**config.mk**
```make
export PLATFORM = sky130hd
export DESIGN_NAME = kbd_cmd_responder
export DESIGN_NICKNAME = d
export VERILOG_FILES = /design/src/rtl/kbd_resp_pkg.sv /design/src/rtl/kbd_cmd_decode.sv /design/src/rtl/kbd_resp_queue.sv /design/src/rtl/kbd_cmd_responder.sv
export SDC_FILE = /design/constraint.sdc
export NUM_CORES = 1
export LEC_CHECK = 0
export BUFFER_PORTS_ARGS = -buffer_cell sky130_fd_sc_hd__buf_2
export CAP_MARGIN = 10
export CELL_PAD_IN_SITES_DETAIL_PLACEMENT = 1
export CELL_PAD_IN_SITES_GLOBAL_PLACEMENT = 2
export CORE_MARGIN = 3
export CORE_UTILIZATION = 41
export CTS_CLUSTER_SIZE = 14
export DETAILED_ROUTE_END_ITERATION = 7
export GPL_TIMING_DRIVEN = 0
export PLACE_DENSITY = 0.92
export SETUP_SLACK_MARGIN = 0.5
export SLEW_MARGIN = 10
export SYNTH_ARGS = -nofsm -noshare
export SYNTH_HDL_FRONTEND = slang
export SYNTH_SLANG_ARGS = --single-unit
```
**constraint.sdc**
```tcl
create_clock -name clk -period 8.4 [get_ports clk]
set_clock_uncertainty 0.1 [all_clocks]
set_input_delay 1.26 -clock clk [delete_from_list [all_inputs] [get_ports clk]]
set_output_delay 1.26 -clock clk [all_outputs]
set_load 0.02 [all_outputs]
```
**src/rtl/kbd_resp_pkg.sv**
```systemverilog
`timescale 1ns/1ps
package kbd_resp_pkg;
  localparam int BYTE_W    = 8;
  localparam int NUM_LANES = 3; // 0: deferred, 1: primary reply, 2: query value

  localparam logic [7:0] RSP_ACK      = 8'hFA;
  localparam logic [7:0] RSP_ERR      = 8'hFE;
  localparam logic [7:0] RSP_ECHO     = 8'hEE;
  localparam logic [7:0] RSP_ID_HI    = 8'h83;
  localparam logic [7:0] RSP_ID_LO    = 8'hAB;
  localparam logic [7:0] RSP_SELFTEST = 8'hAA;
  localparam logic [7:0] DEF_SCAN     = 8'h01;
  localparam logic [7:0] DEF_TYPEMAT  = 8'h23;

  typedef enum logic [2:0] {PW_NONE, PW_LED, PW_SCAN, PW_RATE, PW_KEY} pwait_e;
  typedef enum logic [1:0] {RS_NONE, RS_ID_HI, RS_ID_LO, RS_SELFTEST} rseq_e;
  typedef enum logic [3:0] {
    K_LED, K_ECHO, K_SCAN, K_IDENT, K_RATE, K_ENABLE, K_DEF_OFF,
    K_DEFAULT, K_PLAIN, K_KEYPARAM, K_RESEND, K_RESET, K_BAD
  } cmd_kind_e;

  function automatic cmd_kind_e classify(input logic [7:0] b);
    case (b) inside
      8'hED:          return K_LED;
      8'hEE:          return K_ECHO;
      8'hF0:          return K_SCAN;
      8'hF2:          return K_IDENT;
      8'hF3:          return K_RATE;
      8'hF4:          return K_ENABLE;
      8'hF5:          return K_DEF_OFF;
      8'hF6:          return K_DEFAULT;
      [8'hF7:8'hFA]:  return K_PLAIN;
      [8'hFB:8'hFD]:  return K_KEYPARAM;
      8'hFE:          return K_RESEND;
      8'hFF:          return K_RESET;
      default:        return K_BAD;
    endcase
  endfunction

  function automatic logic [7:0] first_reply(input cmd_kind_e k, input logic [7:0] last);
    case (k)
      K_ECHO:   return RSP_ECHO;
      K_RESEND: return last;
      K_BAD:    return RSP_ERR;
      default:  return RSP_ACK;
    endcase
  endfunction
endpackage

```
**src/rtl/kbd_cmd_decode.sv**
```systemverilog
`timescale 1ns/1ps
module kbd_cmd_decode
  import kbd_resp_pkg::*;
(
  input  logic                            clk,
  input  logic                            rst_n,
  input  logic                            cmd_valid,
  input  logic [BYTE_W-1:0]               cmd_byte,
  input  logic                            rd_fire,
  input  logic [BYTE_W-1:0]               rd_byte,
  output logic [NUM_LANES-1:0]            lane_v,
  output logic [NUM_LANES-1:0][BYTE_W-1:0] lane_d,
  output logic [BYTE_W-1:0]               scan_set,
  output logic [BYTE_W-1:0]               typematic,
  output logic                            kbd_enabled,
  output logic [2:0]                      leds,
  output logic                            cmd_fresh,
  output logic                            wait_led,
  output logic                            selftest_pending
);
  pwait_e            wait_q, wait_n;
  rseq_e             seq_q, seq_n;
  logic [BYTE_W-1:0] scan_q, scan_n, typ_q, typ_n, last_q, last_n;
  logic              en_q, en_n;
  logic [2:0]        leds_q, leds_n;
  cmd_kind_e         kind;

  assign cmd_fresh = (wait_q == PW_NONE) || (wait_q == PW_KEY);
  assign kind      = classify(cmd_byte);

  always_comb begin
    wait_n = wait_q;
    seq_n  = seq_q;
    scan_n = scan_q;
    typ_n  = typ_q;
    en_n   = en_q;
    leds_n = leds_q;
    last_n = rd_fire ? rd_byte : last_q;
    lane_v = '0;
    lane_d = '0;
    // deferred reply released by a host read
    if (rd_fire) begin
      case (seq_q)
        RS_ID_HI:    begin lane_v[0] = 1'b1; lane_d[0] = RSP_ID_HI;    seq_n = RS_ID_LO; end
        RS_ID_LO:    begin lane_v[0] = 1'b1; lane_d[0] = RSP_ID_LO;    seq_n = RS_NONE;  end
        RS_SELFTEST: begin lane_v[0] = 1'b1; lane_d[0] = RSP_SELFTEST; seq_n = RS_NONE;  end
        default: ;
      endcase
    end
    if (cmd_valid) begin
      wait_n    = PW_NONE;
      lane_v[1] = 1'b1;
      lane_d[1] = RSP_ACK;
      if (!cmd_fresh) begin
        case (wait_q)
          PW_LED:  leds_n = cmd_byte[2:0];
          PW_SCAN: begin
            if (cmd_byte == '0) begin
              lane_v[2] = 1'b1;
              lane_d[2] = scan_q;
            end else begin
              scan_n = cmd_byte;
            end
          end
          PW_RATE: typ_n = cmd_byte;
          default: ;
        endcase
      end else begin
        lane_d[1] = first_reply(kind, last_n);
        case (kind)
          K_LED:      wait_n = PW_LED;
          K_SCAN:     wait_n = PW_SCAN;
          K_RATE:     wait_n = PW_RATE;
          K_KEYPARAM: wait_n = PW_KEY;
          K_IDENT:    seq_n  = RS_ID_HI;
          K_RESET:    seq_n  = RS_SELFTEST;
          K_ENABLE:   en_n   = 1'b1;
          K_DEF_OFF, K_DEFAULT: begin
            scan_n = DEF_SCAN;
            typ_n  = DEF_TYPEMAT;
            en_n   = (kind == K_DEFAULT);
            seq_n  = RS_NONE;
          end
          default: ;
        endcase
      end
    end
  end

  always_ff @(posedge clk) begin
    if (!rst_n) begin
      wait_q <= PW_NONE;
      seq_q  <= RS_NONE;
      scan_q <= DEF_SCAN;
      typ_q  <= DEF_TYPEMAT;
      en_q   <= 1'b1;
      leds_q <= '0;
      last_q <= '0;
    end else begin
      wait_q <= wait_n;
      seq_q  <= seq_n;
      scan_q <= scan_n;
      typ_q  <= typ_n;
      en_q   <= en_n;
      leds_q <= leds_n;
      last_q <= last_n;
    end
  end

  assign scan_set         = scan_q;
  assign typematic        = typ_q;
  assign kbd_enabled      = en_q;
  assign leds             = leds_q;
  assign wait_led         = (wait_q == PW_LED);
  assign selftest_pending = (seq_q == RS_SELFTEST);
endmodule

```
**src/rtl/kbd_resp_queue.sv**
```systemverilog
`timescale 1ns/1ps
module kbd_resp_queue #(
  parameter int DEPTH = 8,
  parameter int LANES = 3,
  parameter int W     = 8
) (
  input  logic                      clk,
  input  logic                      rst_n,
  input  logic [LANES-1:0]          push_v,
  input  logic [LANES-1:0][W-1:0]   push_d,
  input  logic                      pop,
  output logic                      head_valid,
  output logic [W-1:0]              head_data,
  output logic [$clog2(DEPTH+1)-1:0] count,
  output logic                      drop
);
  localparam int CW = $clog2(DEPTH + 1);
  localparam int AW = (DEPTH > 1) ? $clog2(DEPTH) : 1;

  logic [W-1:0]  mem_q [DEPTH];
  logic [W-1:0]  mem_n [DEPTH];
  logic [CW-1:0] cnt_q, pos;
  logic          pop_eff;

  assign pop_eff = pop && (cnt_q != '0);

  always_comb begin
    mem_n = mem_q;
    pos   = cnt_q;
    drop  = 1'b0;
    if (pop_eff) begin
      for (int i = 0; i < DEPTH - 1; i++) mem_n[i] = mem_q[i+1];
      pos = cnt_q - CW'(1);
    end
    for (int k = 0; k < LANES; k++) begin
      if (push_v[k]) begin
        if (pos < CW'(DEPTH)) begin
          mem_n[pos[AW-1:0]] = push_d[k];
          pos = pos + CW'(1);
        end else begin
          drop = 1'b1;
        end
      end
    end
  end

  always_ff @(posedge clk) begin
    if (!rst_n) begin
      cnt_q <= '0;
      for (int i = 0; i < DEPTH; i++) mem_q[i] <= '0;
    end else begin
      cnt_q <= pos;
      mem_q <= mem_n;
    end
  end

  assign head_valid = (cnt_q != '0);
  assign head_data  = mem_q[0];
  assign count      = cnt_q;
endmodule

```
**src/rtl/kbd_cmd_responder.sv**
```systemverilog
`timescale 1ns/1ps
module kbd_cmd_responder
  import kbd_resp_pkg::*;
#(
  parameter int DEPTH = 8
) (
  input  logic       clk,
  input  logic       rst_n,
  input  logic       cmd_valid,
  input  logic [7:0] cmd_byte,
  input  logic       rsp_pop,
  output logic       rsp_valid,
  output logic [7:0] rsp_byte,
  output logic [7:0] scan_set,
  output logic [7:0] typematic,
  output logic       kbd_enabled,
  output logic [2:0] leds
);
  localparam int CW = $clog2(DEPTH + 1);

  // named internal events for the checker
  logic [NUM_LANES-1:0]             push_v;
  logic [NUM_LANES-1:0][BYTE_W-1:0] push_d;
  logic                             rd_fire;
  logic                             queue_drop;
  logic [CW-1:0]                    rsp_count;
  logic                             cmd_fresh, wait_led, selftest_pending;

  assign rd_fire = rsp_pop && rsp_valid;

  kbd_cmd_decode dec_i (
    .clk              (clk),
    .rst_n            (rst_n),
    .cmd_valid        (cmd_valid),
    .cmd_byte         (cmd_byte),
    .rd_fire          (rd_fire),
    .rd_byte          (rsp_byte),
    .lane_v           (push_v),
    .lane_d           (push_d),
    .scan_set         (scan_set),
    .typematic        (typematic),
    .kbd_enabled      (kbd_enabled),
    .leds             (leds),
    .cmd_fresh        (cmd_fresh),
    .wait_led         (wait_led),
    .selftest_pending (selftest_pending)
  );

  kbd_resp_queue #(.DEPTH(DEPTH), .LANES(NUM_LANES), .W(BYTE_W)) q_i (
    .clk        (clk),
    .rst_n      (rst_n),
    .push_v     (push_v),
    .push_d     (push_d),
    .pop        (rsp_pop),
    .head_valid (rsp_valid),
    .head_data  (rsp_byte),
    .count      (rsp_count),
    .drop       (queue_drop)
  );
endmodule

```
==> Word level (Yosys, flattened, before mapping) <==
Cells that the tools add are included.
{ "totals": {"reg_bits": 101, "input_bits": 12, "out_inout_bits": 29, "wordCells": 153} }
{ "classes": {"add_sub_neg": 4, "n_lt_le_gt_ge": 13, "n_eq_ne": 30, "muxes": 65, "n_bitwise": 4, "n_reduce_logical": 21} }
{ "op_table": {"columns": ["op", "count"], "rows": [
  ["$mux 64", 6],
  ["$bwmux 64", 3],
  ["$mux 8", 16],
  ["$eq 8x8->1 const B", 10],
  ["$demux 8 s3", 3],
  ["$mux 4", 18],
  ["$mux 56", 1],
  ["$pmux 8 s3", 2],
  ["$eq 4x3->1 const B", 4],
  ["$eq 4x4->1 const B", 4],
  ["$ge 8x8->1 const B", 2],
  ["$le 8x8->1 const B", 2],
  ["$mux 16", 1],
  ["$add 4x1->4 const B", 3],
  ["$ge 4x4->1 const B", 3],
  ["$lt 4x1->1 const B", 3],
  ["$lt 4x4->1 const B", 3],
  ["$not 3->4", 3],
  ["$pmux 3 s4", 1],
  ["$reduce_and 3->1", 3],
  ["$eq 4x2->1 const B", 2],
  ["$logic_not 8->1", 1],
  ["$mux 2", 4],
  ["$eq 3x2->1 const B", 2],
  ["other kinds (23)", 37]
]} }

==> Longest topological paths before layout <==
{ "logic_depth": {"word_depth": 23, "ltp_mapped": 17, "mapped_depth_nobuf": 14} }

==> Cells and area by module <==
Synthesis repeated with hierarchy kept, for this count alone.
{ "hier_totals": {"cells_unflattened": 803, "area_unflattened_um2": 7703.6} }
{ "modules_own_cells": {"columns": ["module", "instances", "cells_each", "area_each_um2", "seq_area_each_um2"], "rows": [
  ["kbd_resp_queue", 1, 566, 5711.7, 1361.3],
  ["kbd_cmd_decode", 1, 236, 1985.7, 660.6],
  ["kbd_cmd_responder", 1, 1, 6.3, 0.0]
]} }

==> Worst setup path after synthesis <==
OpenSTA, ideal clock, no wires.
{ "synth_timing": {"path_type": "in2reg", "startpoint": "in rsp_pop", "endpoint": "reg q_i.mem_q[25] in the netlist's numbering", "setup_ns": 0.121, "arrival_ns": 4.663, "required_time_ns": 8.179, "path_slack_ns": 3.516, "stages": 15, "path_buffers": 4, "cell_sequence": "buf_2 > inv_1 > nor2_1 > clkbuf_1 > buf_1 > xnor2_1 > ha_1 > mux2_2 > ha_1 > nand3_1 > or4_1 > and2_1 > buf_2 > nand4_4 > mux2_4"} }
{ "synth_via": {"elab_chain_len": 16, "elab_cells_between_ends": 45, "cone_classes": "2 x add/sub; 9 x order compare; 27 x mux; 3 x bitwise; 4 x reduce/logical"} }
{ "synth_lines": {"columns": ["item", "line", "text"], "rows": [
  ["start: declaration", "kbd_cmd_responder.sv:11", "input logic rsp_pop,"],
  ["$logic_and 1x1->1 *", "kbd_resp_queue.sv:25, kbd_cmd_responder.sv:29", null],
  ["$mux 4", "kbd_resp_queue.sv:31", "if (pop_eff) begin"],
  ["$add 4x1->4, or another cell as far along", "kbd_resp_queue.sv:39", "pos = pos + CW'(1);"],
  ["$mux 4, or another cell as far along", "kbd_resp_queue.sv:37", "if (pos < CW'(DEPTH)) begin"],
  ["$mux 4 / $logic_and 1x1->1 (equally long branches)", "kbd_resp_queue.sv:36, kbd_resp_queue.sv:38", null],
  ["$add 4x1->4, or another cell as far along", "kbd_resp_queue.sv:39", null],
  ["$mux 4, or another cell as far along", "kbd_resp_queue.sv:37", null],
  ["$mux 4, or another cell as far along", "kbd_resp_queue.sv:36", "if (push_v[k]) begin"],
  ["$not 3->4 (implied by the code), or another cell as far along", "kbd_resp_queue.sv:38", "mem_n[pos[AW-1:0]] = push_d[k];"],
  ["$ge 4x4->1 (implied by the code), or another cell as far along", "kbd_resp_queue.sv:38", null],
  ["$logic_and 1x1->1 (implied by the code) / $bwmux 64 (equally long branches)", "kbd_resp_queue.sv:38", null],
  ["$mux 8 (implied by the code) / $mux 64 (equally long branches)", "kbd_resp_queue.sv:38, kbd_resp_queue.sv:37", null],
  ["$demux 8 s3 / $mux 64 (equally long branches)", "kbd_resp_queue.sv:38, kbd_resp_queue.sv:36", null],
  ["$bwmux 64", "kbd_resp_queue.sv:38", null],
  ["$mux 64", "kbd_resp_queue.sv:37", null],
  ["$mux 64 *", "kbd_resp_queue.sv:36", null],
  ["end signal: assignment", "kbd_resp_queue.sv:53", "mem_q <= mem_n;"],
  ["end: declaration", "kbd_resp_queue.sv:20", "logic [W-1:0] mem_q [DEPTH];"]
]} }
Every way passes the cells marked *; elsewhere a longest branch is shown, timed or not.
A chain may end at the register's enable or synchronous reset.

==> Final worst setup path <==
{ "layout_timing": {"startpoint": "in rsp_pop", "endpoint": "reg q_i.mem_q[34] in the netlist's numbering"} }
Same word-level chain as after synthesis.

==> results.md <==
* Status: finished, final reports clean
* Synth Area per Inst at 8.24 µm²
* Critical-path cell list: buf_2, inv_1, nor2_1, clkbuf_1, buf_1, xnor2_1, ha_1, mux2_2, ha_1, nand3_1, or4_1, a221oi_2, buf_4, nand3_1, a21oi_1
* Worst Path Required at 8.59 ns
* Worst path bufs/invs at 5
* Hold Path End: dec_i.typematic[5]$_SDFFE_PN1P_
* Hold-fix buffers, CTS at 0
* Sequential share of the synthesized area at 28.1%
* Core area at 16900 µm²
* GPL Wtd Cong at 0.938
* F_max at 165 MHz
* Setup crit start: rsp_pop
* CP Class: in -> reg
* Die area at 19200 µm²
* Vias in the first global route at 7581
* Max incr delay on CP at 0.73 ns
* Critical Path Start Type: input pin
* DRT antenna net count at 0
* Yosys synthesis warning count at 0
* Cell Pwr Density at 305 nW/µm²
* Rows at 47
* CTS buffer count at 9
* GRT overflow at 0
* Met3 wire len at 2.21 mm
* Crit-path max FO at 10
* Setup violators final at 0
* Placed Cells at 1129
* Flop2flop setup slack at 2.56 ns
* Critical path arrival at 6.26 ns
* CTS Root Cell: clkbuf_16
* Worst path slowest cell: nor2_1
* Aggregate routed wire length at 29.3 mm
* Met1 WL at 12.6 mm
* Largest net degree at the start of global routing at 21
* CP Depth at 15
* Fin cells at 1145
* Reg clk slew, reported paths at 0.08 ns
* Detailed Route Iter0 Violations at 707
* DRT Pass-1 Iters at 5
* Clk sink count at 101
* CP top delay family: buffers and inverters
* Fin nets at 940
* Met2 WL at 13.3 mm
* Most common cell after layout, fill and taps aside: mux2i_1
* Reg-to-reg startpoint: q_i.count[0]$_SDFF_PN0_
* Area grow syn2layout at 10.6%
* R2R depth at 16
* Num ports at 41
* DR top layer: met4
* Min-delay src: dec_i.typematic[5]$_SDFFE_PN1P_
* CTS H-tree lvls at 3
* Mapped Cells at 874
* Fin area at 7970 µm²
* Synth async-reset ratio at 0%
* Post-CTS Repair Setup Buffers at 0
* Register bit total from synthesis at 101
* Fin crit share at 72.3%
* Vias per cell at 6.61
* Main synth FF type: dfxtp_1
* Cell Area, Placed at 7670 µm²
* Port bufs at 34
* First-pass GRT wire length at 45.4 mm
* Fin Setup TNS at 0 ns
* Share of cells above drive strength 1 at 14.1%
* Post-synth EDFFs at 0
* Antenna violations before repair at 0
* RSZ-0062 raised after global routing: false
* CP endpoint kind: register
* Final HPWL DP at 22.2 mm
* Worst-Skew Late Latency at 0.38 ns
* Residual DRC count at 0
* GR Util All Layers at 29.8%
* Initial Util at 42.7%
* Die Y at 139 µm
* Endpoints failing hold at 0
* Wire per inst at 25.6 µm
* HP Class: reg -> reg
* Via count at 7563
* Synth unique cells at 86
* Pleak at 0.00313 µW
* Most frequent cells in the layout: mux2i_1, dfxtp_1, nand2_1
* Chip width at 139 µm
* Cell Area, Synth at 7200 µm²
* PostCTS Resize Cnt at 0
* Actual slew at the worst max-slew pin at 1.20 ns
* Antenna Cells at 0
* Area of the multi-input gates at 4690 µm²
* Fin crit period at 6.08 ns
* Max-cap violations at 0
* Syn_nets at 894
* Min Hold Slack at 0.382 ns
* Clk buf depth at 2
* Max-slew violation count at 0
* VDD IR max at 175 µV
* Fillers at 2060
* CTS tree: built
* Reg2Reg Capture Point: q_i.mem_q[34]$_SDFF_PN0_
* Relative max-transition margin at 19.2%
* WHS Path Cells at 2
* Register area at 2020 µm²
[worst min-delay path: stages, from the launching register on]
cell and delay, ns:
dfxtp_1 0.33, o22ai_1 0.06, nand2_1 0.06
[cell usage after synthesis, types with 3 or more instances]
master | instances | area share (%)
mux2i_1 | 106 | 15
dfxtp_1 | 101 | 28
nand2_1 | 72 | 3.8
nor2_1 | 67 | 3.5
clkbuf_1 | 52 | 2.7
o21ai_0 | 50 | 3.5
nor4_1 | 40 | 3.5
a21oi_1 | 25 | 1.7
a311oi_1 | 25 | 3.0
nand3_1 | 23 | 1.6
nand4_1 | 20 | 1.7
a31oi_1 | 19 | 1.6
buf_2 | 14 | 0.97
nor3_1 | 14 | 0.97
inv_1 | 13 | 0.68
and2_1 | 12 | 1.0
and3_1 | 12 | 1.0
buf_4 | 12 | 1.3
buf_1 | 11 | 0.57
mux2_2 | 11 | 1.7
o211ai_1 | 10 | 1.0
o22ai_1 | 10 | 0.87
nand2b_1 | 9 | 0.78
o311ai_0 | 9 | 1.1
ha_1 | 8 | 1.4
a22oi_1 | 6 | 0.63
o31ai_1 | 6 | 0.63
nor2b_1 | 5 | 0.43
or3b_2 | 5 | 0.61
a221o_1 | 4 | 0.56
and4_1 | 4 | 0.49
nand4_4 | 4 | 1.2
or2_2 | 4 | 0.35
or3_1 | 4 | 0.35
xnor2_1 | 4 | 0.49
a311o_1 | 3 | 0.42
o2111ai_1 | 3 | 0.36
o211a_1 | 3 | 0.42
o21a_1 | 3 | 0.31
o21ai_1 | 3 | 0.21
o21bai_1 | 3 | 0.31
or4_1 | 3 | 0.31
[through the flow]
stage	total power, µW	utilization [%]	setup slack, ns
2_1_floorplan	1550	-	3.52
3_3_place_gp	1930	45.3	2.11
3_5_place_dp	1960	45.4	1.97
4_1_cts	2400	47.2	2.35
5_1_grt	2550	47.2	2.11
6_report	2430	47.2	2.32
[how the worst max path moves through the flow]
stage	endpoint	slack [ns]
5_1_grt	q_i.mem_q[37]$_SDFF_PN0_	2.11
2_1_floorplan	q_i.mem_q[25]$_SDFF_PN0_	3.52
6_report	q_i.mem_q[34]$_SDFF_PN0_	2.32
3_5_place_dp	q_i.mem_q[34]$_SDFF_PN0_	1.97
4_1_cts	q_i.mem_q[34]$_SDFF_PN0_	2.35
3_3_place_gp	q_i.mem_q[37]$_SDFF_PN0_	2.11
[layout make-up]
cell class | instances | share of cell area [%]
plain buffers | 92 | 5.51
well taps | 220 | 3.45
clock inverters | 7 | 0.973
clock buffers | 9 | 2.83
multi-input cells | 665 | 58.9
inverters | 16 | 0.754
repair buffers | 35 | 2.20
flip-flops and latches | 101 | 25.4
[registers in the layout, indices dropped and copies added (netlist names)]
| register | flops |
|---|---|
| dec_i.kbd_enabled | 1 |
| dec_i.last_q | 8 |
| dec_i.leds | 3 |
| dec_i.scan_set | 8 |
| dec_i.seq_q | 2 |
| dec_i.typematic | 8 |
| dec_i.wait_q | 3 |
| q_i.count | 4 |
| q_i.head_data | 8 |
| q_i.mem_q | 56 |
[kinds of logic (layout without fill, tap and decap cells)]
kind of cell | count (synthesis) | after routing | synth area share [%]
flops | 101 | 101 | 28.1
fa+ha+maj | 8 | 8 | 1.39
mux | 119 | 119 | 17.0
compound gates | 213 | 213 | 21.1
simple gates | 318 | 318 | 24.5
buf+inv | 108 | 159 | 6.93
xor+xnor | 7 | 7 | 1.11
[where the power goes]
part	switching, µW	leakage, µW	internal, µW
registers	67.0	0.000819	564
clock network	229	0.000144	211
logic	942	0.00217	417
[routing by layer]
layer  up-vias  global-route usage [%]
met5         -                       0
met4         0                    12.2
met3        83                    4.86
met2       346                    47.8
met1      3730                    40.1
li1       3404                       -
Note: power is estimated with default switching activity, not from simulation.
